--- config.mk ---
export PLATFORM = sky130hd
export DESIGN_NAME = gpio_port
export DESIGN_NICKNAME = d
export VERILOG_FILES = /design/src/rtl/gpio_port_pkg.sv /design/src/rtl/gpio_ctl_reg.sv /design/src/rtl/gpio_sync2.sv /design/src/rtl/gpio_edge_irq.sv /design/src/rtl/gpio_port.sv
export SDC_FILE = /design/constraint.sdc
export NUM_CORES = 1
export LEC_CHECK = 0
export ABC_AREA = 1
export BUFFER_PORTS_ARGS = -buffer_cell sky130_fd_sc_hd__buf_2
export CORE_UTILIZATION = 45
export CTS_CLUSTER_DIAMETER = 40
export DETAILED_ROUTE_END_ITERATION = 6
export HOLD_SLACK_MARGIN = 0.02
export PLACE_DENSITY_LB_ADDON = 0.3
export SLEW_MARGIN = 20
export SYNTH_ARGS = -nofsm -noshare
export SYNTH_HDL_FRONTEND = slang
export SYNTH_SLANG_ARGS = --single-unit
--- constraint.sdc ---
create_clock -name clk -period 2.8 [get_ports clk]
set_clock_uncertainty 0.2 [all_clocks]
set_input_delay 0.7 -clock clk [delete_from_list [all_inputs] [get_ports clk]]
set_output_delay 0.7 -clock clk [all_outputs]
set_load 0.01 [all_outputs]
--- src/rtl/gpio_port_pkg.sv ---
package gpio_port_pkg;
  localparam int ADDR_W = 6;
  localparam int NCTL   = 9;

  typedef enum logic [1:0] {
    AL_DIRECT = 2'd0,
    AL_SET    = 2'd1,
    AL_CLR    = 2'd2,
    AL_TGL    = 2'd3
  } alias_e;

  localparam logic [3:0] IX_OUT  = 4'd0;
  localparam logic [3:0] IX_OE   = 4'd1;
  localparam logic [3:0] IX_OWN  = 4'd2;
  localparam logic [3:0] IX_PU   = 4'd3;
  localparam logic [3:0] IX_PD   = 4'd4;
  localparam logic [3:0] IX_ST   = 4'd5;
  localparam logic [3:0] IX_IEN  = 4'd6;
  localparam logic [3:0] IX_M0   = 4'd7;
  localparam logic [3:0] IX_M1   = 4'd8;
  localparam logic [3:0] IX_FLAG = 4'd9;
  localparam logic [3:0] IX_PIN  = 4'd10;
endpackage

--- src/rtl/gpio_ctl_reg.sv ---
module gpio_ctl_reg
  import gpio_port_pkg::*;
#(
  parameter int W    = 32,
  parameter bit FULL = 1'b0
) (
  input  logic         clk,
  input  logic         rst_n,
  input  logic         wr_en,
  input  alias_e       alias_sel,
  input  logic [W-1:0] wdata,
  output logic [W-1:0] q
);
  always_ff @(posedge clk) begin
    if (!rst_n) begin
      q <= '0;
    end else if (wr_en) begin
      case (alias_sel)
        AL_SET:    q <= q | wdata;
        AL_CLR:    q <= q & ~wdata;
        AL_DIRECT: if (FULL) q <= wdata;
        AL_TGL:    if (FULL) q <= q ^ wdata;
        default:   q <= q;
      endcase
    end
  end
endmodule

--- src/rtl/gpio_sync2.sv ---
module gpio_sync2 #(
  parameter int W = 32
) (
  input  logic         clk,
  input  logic         rst_n,
  input  logic [W-1:0] d_async,
  output logic [W-1:0] q_sync
);
  logic [W-1:0] stage1;

  always_ff @(posedge clk) begin
    if (!rst_n) begin
      stage1 <= '0;
      q_sync <= '0;
    end else begin
      stage1 <= d_async;
      q_sync <= stage1;
    end
  end
endmodule

--- src/rtl/gpio_edge_irq.sv ---
module gpio_edge_irq #(
  parameter int N_PINS = 32,
  parameter int N_GRP  = 4
) (
  input  logic              clk,
  input  logic              rst_n,
  input  logic [N_PINS-1:0] pin_s,
  input  logic [N_PINS-1:0] ien,
  input  logic [N_PINS-1:0] mode0,
  input  logic [N_PINS-1:0] mode1,
  input  logic [N_PINS-1:0] clr_mask,
  output logic [N_PINS-1:0] flags,
  output logic [N_GRP-1:0]  irq
);
  localparam int GRP_SZ = N_PINS / N_GRP;

  logic [N_PINS-1:0] prev_s;
  logic [N_PINS-1:0] rise, fall, any_sel, hit;

  always_comb begin
    rise    = pin_s & ~prev_s;
    fall    = ~pin_s & prev_s;
    any_sel = ~(mode0 ^ mode1);
    hit     = ien & ((any_sel & (rise | fall)) |
                     (mode0 & ~mode1 & rise) |
                     (mode1 & ~mode0 & fall));
  end

  always_ff @(posedge clk) begin
    if (!rst_n) begin
      prev_s <= '0;
      flags  <= '0;
    end else begin
      prev_s <= pin_s;
      flags  <= (flags & ~clr_mask) | hit;
    end
  end

  for (genvar g = 0; g < N_GRP; g++) begin : g_grp
    assign irq[g] = |(flags[g*GRP_SZ +: GRP_SZ] & ien[g*GRP_SZ +: GRP_SZ]);
  end
endmodule

--- src/rtl/gpio_port.sv ---
module gpio_port
  import gpio_port_pkg::*;
#(
  parameter int N_PINS = 32,
  parameter int N_GRP  = 4
) (
  input  logic              clk,
  input  logic              rst_n,
  input  logic              bus_en,
  input  logic              bus_we,
  input  logic [ADDR_W-1:0] bus_addr,
  input  logic [N_PINS-1:0] bus_wdata,
  output logic [N_PINS-1:0] bus_rdata,
  input  logic [N_PINS-1:0] pad_in,
  output logic [N_PINS-1:0] pad_do,
  output logic [N_PINS-1:0] pad_oe,
  output logic [N_PINS-1:0] pad_pu,
  output logic [N_PINS-1:0] pad_pd,
  output logic [N_PINS-1:0] pad_st,
  output logic [N_PINS-1:0] pin_gpio,
  output logic [N_GRP-1:0]  irq
);
  logic              wr;
  logic [3:0]        idx;
  alias_e            al;
  logic [N_PINS-1:0] ctl_q [NCTL];
  logic [N_PINS-1:0] out_q, oe_q, own_q, ien_q, m0_q, m1_q;
  logic [N_PINS-1:0] pin_s, flag_q, clr_mask, rd_nx;

  assign wr  = bus_en && bus_we;
  assign idx = bus_addr[ADDR_W-1:2];
  assign al  = alias_e'(bus_addr[1:0]);

  for (genvar i = 0; i < NCTL; i++) begin : g_ctl
    gpio_ctl_reg #(
      .W    (N_PINS),
      .FULL (i == int'(IX_OUT))
    ) u_reg (
      .clk       (clk),
      .rst_n     (rst_n),
      .wr_en     (wr && (idx == 4'(i))),
      .alias_sel (al),
      .wdata     (bus_wdata),
      .q         (ctl_q[i])
    );
  end

  assign out_q = ctl_q[IX_OUT];
  assign oe_q  = ctl_q[IX_OE];
  assign own_q = ctl_q[IX_OWN];
  assign ien_q = ctl_q[IX_IEN];
  assign m0_q  = ctl_q[IX_M0];
  assign m1_q  = ctl_q[IX_M1];

  assign pad_do   = out_q;
  assign pad_oe   = oe_q & own_q;
  assign pad_pu   = ctl_q[IX_PU];
  assign pad_pd   = ctl_q[IX_PD];
  assign pad_st   = ctl_q[IX_ST];
  assign pin_gpio = own_q;

  gpio_sync2 #(.W(N_PINS)) u_sync (
    .clk     (clk),
    .rst_n   (rst_n),
    .d_async (pad_in),
    .q_sync  (pin_s)
  );

  assign clr_mask = (wr && idx == IX_FLAG && al == AL_CLR) ? bus_wdata : '0;

  gpio_edge_irq #(.N_PINS(N_PINS), .N_GRP(N_GRP)) u_edge (
    .clk      (clk),
    .rst_n    (rst_n),
    .pin_s    (pin_s),
    .ien      (ien_q),
    .mode0    (m0_q),
    .mode1    (m1_q),
    .clr_mask (clr_mask),
    .flags    (flag_q),
    .irq      (irq)
  );

  always_comb begin
    rd_nx = '0;
    for (int k = 0; k < NCTL; k++) begin
      if (idx == 4'(k)) rd_nx = ctl_q[k];
    end
    if (idx == IX_FLAG) rd_nx = flag_q;
    if (idx == IX_PIN)  rd_nx = pin_s;
  end

  always_ff @(posedge clk) begin
    if (!rst_n)                bus_rdata <= '0;
    else if (bus_en && !bus_we) bus_rdata <= rd_nx;
  end
endmodule

==> impl_metrics.csv, run 1 <==
group,metric,value,unit
synth,synth.avg_cell_area,6.99,um2
clock_tree,clk_latency,0.61,ns
critical_path,setup.worst_path.end_class,"output port",
grt,grt_pass1_vias,21600,
synth,yosysSeqAreaShare,38.1,%
timing,layout_min_cycle_time,2.65,ns
routing,first_iter_violations,2178,
critical_path,crit_path_end,"irq[3]",
timing,worstMarginPinSlew,0.903,ns
routing,drt_wl_total,80.8,mm
power,intPower,0.0125,W
placement,placed_cell_area,26000,um2
clock_tree,cts_tree,"done",
critical_path,worstPathRequired,1.90,ns
power,powerDensity,581,nW/um2
grt,antenna_found_initial,4,
critical_path,critPathMaxFanout,3,
critical_path,worstRegToRegCells,8,
grt,globalRouteTotalUtil,29.7,%
grt,grt_start_max_net_pins,111,
critical_path,cp-start-kind,"flop",
routing,via_per_inst,5.39,
routing,drc,14,
power,design_power_total,0.0165,W
floorplanning,fp.dieW,231,um
status,status,"complete, but fails checks",
floorplanning,start_util,45.7,%
floorplanning,fp-row-count,83,
synth,ys_types,31,
critical_path,reg2reg_setup_slack,0.97,ns
synth,netlist_top_cells_area,"dfxtp_1 (38%), nand2_1 (13%), ha_1 (10%)",
grt,grt_pass1_wl,123,mm
power,switching_share,24.3,%
synth,syn_nets,3640,
power,seq_power_share,39.8,%
critical_path,crit_type,"flop to output port",
routing,ant_nets,0,
floorplanning,dieArea,53300,um2
placement,portBuffers,301,
hold_path,min-delay-start,"pad_in[29]",
routing,wl_per_cell,18.6,um
synth,mappedNetlistArea,23500,um2
critical_path,crit_arrival,1.75,ns
layout,nNetsFinal,3880,
clock_tree,path_clk_slew,0.06,ns
floorplanning,ios,302,
clock_tree,cts_buffers,67,
timing,finalCritPeriodShare,94.5,%
synth,synth_area_leader_cell,"dfxtp_1",
clock_tree,cts_sinks,448,
power,p_leak,12.7,nW
clock_tree,post_cts.repair.setup_buffers,0,
synth,yosys_warnings,0,
timing,tns,0,ns
synth,synth_top_area_share,38.1,%
floorplanning,die_height,231,um
timing,rsz0062_at_grt,"false",
timing,fmax,0.378,GHz
power,max-vdd-ir-drop,0.000402,V
clock_tree,clockBufferDepth,3,
power,p_switching,0.00401,W
timing,hold_violations,0,
placement,dp_hpwl,56.4,mm
timing,slew_violations,0,
routing,dr.pass1.iters,7,
power,p_comb_share,6.6,%
clock_tree,cts_max_level,3,
critical_path,r2r_start,"g_ctl[0].u_reg.q[16]",
routing,vias,23400,
grt,overflow,0,
clock_tree,cts_resized,0,
layout,fin_area,28400,um2
timing,setup_viol,0,
hold_path,hold_path_class,"primary input to flop",
job,cap_violations,0,
critical_path,r2r_end,"bus_rdata[16]",
placement,gp_congestion,0.872,
power,clkPwrFrac,53.6,%
clock_tree,postCtsHoldBufs,0,
timing,slew_headroom,39.7,%
clock_tree,root_buffer,"clkbuf_16",
status,violations,"design-rule violations",
floorplanning,design.core.area,51500,um2
layout,areaGrowthSynthToFinish,20.5,%
layout,drive_above_1_share,16.1,%
synth,synth_cells,3370,
synth,ys_ff_latch,448,
## Yosys cell counts
| master | count |
|---|---|
| a31o_2 | 31 |
| a22o_1 | 36 |
| o21ai_1 | 26 |
| nand2_2 | 4 |
| buf_1 | 6 |
| inv_1 | 480 |
| nand3_1 | 142 |
| nor2_2 | 5 |
| nor2_1 | 183 |
| clkinv_1 | 3 |
| o211ai_1 | 15 |
| o311a_1 | 12 |
| inv_2 | 10 |
| or2_2 | 32 |
| o21ai_0 | 274 |
| nor3_1 | 7 |
| nand3_2 | 1 |
| a31oi_1 | 32 |
| a21oi_1 | 315 |
| nor2_4 | 4 |
| nor3_4 | 1 |
| buf_4 | 1 |
| buf_2 | 53 |
| a221oi_1 | 3 |
| ha_1 | 196 |
| nand2_1 | 841 |
| dfxtp_1 | 448 |
| nand4_1 | 55 |
| nand4_2 | 1 |
| clkbuf_1 | 149 |
| o22ai_1 | 4 |
## worst max-delay path: stages (launching register included)
cell and delay [ns]:
dfxtp_1 0.34, inv_1 0.06, o21ai_0 0.34, a21oi_1 0.12
nand4_1 0.13, buf_2 0.14
## per-stage QoR
step           hold slack (ns)  setup slack, ns  instances  util, %
2_1_floorplan            0.190            0.484       3370        -
3_3_place_gp             0.195           0.0542       4221     50.5
3_5_place_dp             0.196           0.0568       4221     50.5
4_1_cts                 0.0510           0.0315       4341     55.1
5_1_grt                 0.0663           0.0567       4341     55.1
6_report                0.0800            0.155       4342     55.1
## power groups by stage
stage | clock [W] | combinational [W] | sequential, W
after floorplan | 0 | 0.000626 | 0.00667
after detailed placement | 0 | 0.00108 | 0.00669
after global placement | 0 | 0.00107 | 0.00669
final | 0.00883 | 0.00109 | 0.00655
after CTS | 0.00894 | 0.00108 | 0.00655
after global routing | 0.00923 | 0.00120 | 0.00656
## cells in the final DEF, fill, tap and decap left out, types with 10 or more instances in the layout
cell,Yosys,layout
nor2_1,183,177
ha_1,196,195
clkinvlp_4,0,10
or2_2,32,32
a21oi_1,315,315
nand4_1,55,55
clkbuf_8,0,10
o21ai_1,26,26
clkbuf_16,0,73
nand2_1,841,841
nand3_1,142,142
buf_4,1,55
a31o_2,31,31
a22o_1,36,36
a31oi_1,32,32
o21ai_0,274,274
inv_1,480,479
buf_2,53,300
dfxtp_1,448,448
inv_2,10,10
o311a_1,12,12
o211ai_1,15,15
buf_12,0,24
## cell type report
cell class	instances	area [um2]
fillers	5015	23100
multi-input cells	2220	11900
flip-flops and latches	448	8970
repair buffers	380	2410
clock buffers	91	1990
inverters	493	1860
well taps	680	851
clock inverters	29	375
diodes	1	2.50
## worst min-delay path by stage
stage                              to  slack [ns]  cells past startpoint
finish              u_sync.stage1[29]        0.08                      3
CTS                  u_sync.stage1[7]        0.05                      3
detailed placement  u_sync.q_sync[18]        0.20                      2
floorplan            u_sync.q_sync[0]        0.19                      2
global route        u_sync.stage1[28]        0.07                      3
global placement     u_sync.q_sync[6]        0.20                      2
## routing by layer
metal | routed length, um | GRT usage, % | share of wire, %
met5 | 58 | 0 | 0.072
met4 | 3790 | 14.8 | 4.7
met3 | 5660 | 5.31 | 7.0
met2 | 40200 | 52.0 | 50
met1 | 31100 | 34.6 | 39
## cells by family after synthesis
logic type / count (synthesis) / share of synthesized area, %
simple gates: 1276 / 22.4
compound gates: 748 / 17.6
buf+inv: 702 / 11.5
flops: 448 / 38.1
fa+ha+maj: 196 / 10.4
No activity file was read; power rests on OpenSTA's default activity.
==> inputs of run 2 (changes only) <==
--- a/config.mk
+++ b/config.mk
@@ -7,6 +7,7 @@
 export LEC_CHECK = 0
 export ABC_AREA = 1
 export BUFFER_PORTS_ARGS = -buffer_cell sky130_fd_sc_hd__buf_2
+export CAP_MARGIN = 20
 export CORE_UTILIZATION = 45
 export CTS_CLUSTER_DIAMETER = 40
 export DETAILED_ROUTE_END_ITERATION = 6
@@ -15,4 +16,5 @@
 export SLEW_MARGIN = 20
 export SYNTH_ARGS = -nofsm -noshare
 export SYNTH_HDL_FRONTEND = slang
+export SYNTH_HIERARCHICAL = 1
 export SYNTH_SLANG_ARGS = --single-unit
==> run 2 against run 1 <==
The run now ends clean. Worst setup slack worse by 0.070 ns. Cell area is 19% higher. Die area is 21% higher. Critical endpoint is now irq[1]. Largest power group unchanged.
==> impl_metrics.csv, run 2 <==
group,metric,value,unit
routing,ant_nets,0,
layout,multi_input_area,14200,um2
clock_tree,cts_sinks,448,
power,p_leak,16.9,nW
layout,nNetsFinal,5110,
hold_path,holdPathEnd,"u_sync/stage1[6]",
synth,synth_cells,4585,
clock_tree,postCtsHoldBufs,0,
routing,top_layer,"met4",
synth,syn_nets,4859,
routing,dr.pass1.iters,6,
placement,portBuffers,301,
synth,yosys_warnings,6,
critical_path,worstPathRequired,1.90,ns
floorplanning,fp.dieW,254,um
synth,synth_most_common_cell,"nand2_1",
routing,wl_met2,45.8,mm
timing,tns,0,ns
clock_tree,clk_latency,0.63,ns
timing,rsz0062_at_grt,"false",
routing,wl_met1,37.7,mm
synth,ys_types,24,
critical_path,cp-start-kind,"flop",
routing,drc,0,
synth,netlist_top_cells_count,"nand2_1 (1326), inv_1 (1045), dfxtp_1 (448)",
floorplanning,start_util,45.9,%
grt,grt_start_max_net_pins,110,
job,cap_violations,0,
synth,synth_top_area_share,31.5,%
hold_path,min_path_cells,3,
clock_tree,cts_buffers,87,
layout,mostFrequentLayoutCells,"nand2_1 (1326), inv_1 (1045), dfxtp_1 (448)",
routing,drt_wl_total,96.8,mm
grt,grt_pass1_vias,26500,
placement,placed_cell_area,30800,um2
synth,synth_area_leader_cell,"dfxtp_1",
synth,ys.flop_type,"dfxtp_1",
timing,finalCritPeriodShare,97.0,%
critical_path,crit_arrival,1.82,ns
floorplanning,design.core.area,62200,um2
routing,via_per_inst,5.09,
critical_path,r2r_start,"g_ctl[0].u_reg/q[5]",
power,design_power_total,0.0192,W
timing,hold_violations,0,
timing,worstMarginPinSlew,0.956,ns
layout,drive_above_1_share,12.9,%
power,powerDensity,566,nW/um2
synth,mappedNetlistArea,28500,um2
clock_tree,cts_max_level,3,
synth,ys_ff_latch,448,
synth,yosysSeqAreaShare,31.5,%
timing,fmax,0.368,GHz
hold_path,min-delay-start,"pad_in[6]",
status,status,"finished clean",
placement,dp_hpwl,66.3,mm
layout,layout_commonest_cell,"nand2_1",
routing,wl_per_cell,16.8,um
layout,fillers,6201,
grt,globalRouteTotalUtil,29.7,%
timing,setup_viol,0,
clock_tree,cts_tree,"done",
critical_path,worstRegToRegCells,8,
floorplanning,dieArea,64400,um2
grt,grt_pass1_wl,149,mm
critical_path,reg2reg_setup_slack,1.12,ns
clock_tree,path_clk_slew,0.06,ns
critical_path,setup.worst_path.end_class,"output port",
floorplanning,fp-row-count,91,
timing,layout_min_cycle_time,2.72,ns
power,max-vdd-ir-drop,0.000380,V
floorplanning,die_height,254,um
critical_path,crit_type,"flop to output port",
hold_path,hold_path_class,"primary input to flop",
layout,seqCellArea,8970,um2
routing,detailroute.wirelength.met3,7.53,mm
timing,slew_violations,0,
routing,first_iter_violations,2786,
synth,synth.avg_cell_area,6.22,um2
placement,gp_congestion,0.913,
grt,overflow,0,
layout,fin_area,33900,um2
clock_tree,post_cts.repair.setup_buffers,0,
synth,ys_async_sr_fraction,0,%
layout,areaGrowthSynthToFinish,18.8,%
grt,antenna_found_initial,3,
floorplanning,ios,302,
clock_tree,root_buffer,"clkbuf_16",
clock_tree,cts_resized,0,
synth,netlist_top_cells_area,"dfxtp_1 (31%), nand2_1 (17%), inv_1 (14%)",
critical_path,r2r_end,"bus_rdata[5]",
routing,vias,29300,
synth,synth_edf_count,0,
timing,slew_headroom,36.2,%
critical_path,critPathMaxFanout,4,
clock_tree,clockBufferDepth,3,
[run 2: kinds of logic after synthesis]
logic type | count (synthesis) | share of synthesized area, %
AND/OR/NAND/NOR | 2455 | 37.1
buffers and inverters | 1304 | 19.2
flip-flops | 448 | 31.5
adder cells (fa/ha/maj) | 200 | 8.78
AO/OA/AOI/OAI | 178 | 3.52
[run 2: stage by stage]
step	hold slack, ns	setup slack, ns	utilization (%)	std cells
floorplan	0.186	0.550	-	4585
global placement	0.198	0.0346	49.5	5584
detailed placement	0.196	-0.0290	49.5	5584
CTS	0.0272	0.0893	54.5	5745
global route	0.0341	0.0212	54.5	5746
finish	0.0491	0.0844	54.5	5747
[run 2: worst max path at each step]
stage	from	end	slack [ns]	cells after the start
2_1_floorplan	bus_addr[4]	flop	0.55	12
3_3_place_gp	bus_addr[4]	flop	0.03	11
3_5_place_dp	bus_addr[2]	flop	-0.03	11
4_1_cts	flop	irq[1]	0.09	4
5_1_grt	flop	irq[1]	0.02	4
6_report	flop	irq[1]	0.08	4
[run 2: final cells by class]
cell class / count / share of cell area, %
timing repair buffer: 398 / 7.59
clock inverter: 48 / 1.79
clock buffer: 113 / 7.38
inverter: 1068 / 11.8
antenna: 2 / 0.0148
tap: 837 / 3.09
sequential: 448 / 26.5
multi-input combinational: 2833 / 41.8
[run 2: critical path, stage by stage (launching register included)]
cell	delay [ns]
dfxtp_1	0.34
nand2_1	0.23
nand4_1	0.16
or2_2	0.32
buf_2	0.14
[run 2: report_power, final]
group	internal, W	switching (W)	total, W	leakage (nW)
registers	0.00649	0.0000931	0.00658	3.63
logic	0.000439	0.00115	0.00159	11.7
clock network	0.00732	0.00369	0.0110	1.49
[run 2: metal layers]
metal / vias up / global-route usage [%]
met2: 1220 / 49.7
met5: - / 0
met3: 257 / 4.76
li1: 14400 / -
met4: 0 / 18.0
met1: 13400 / 35.8
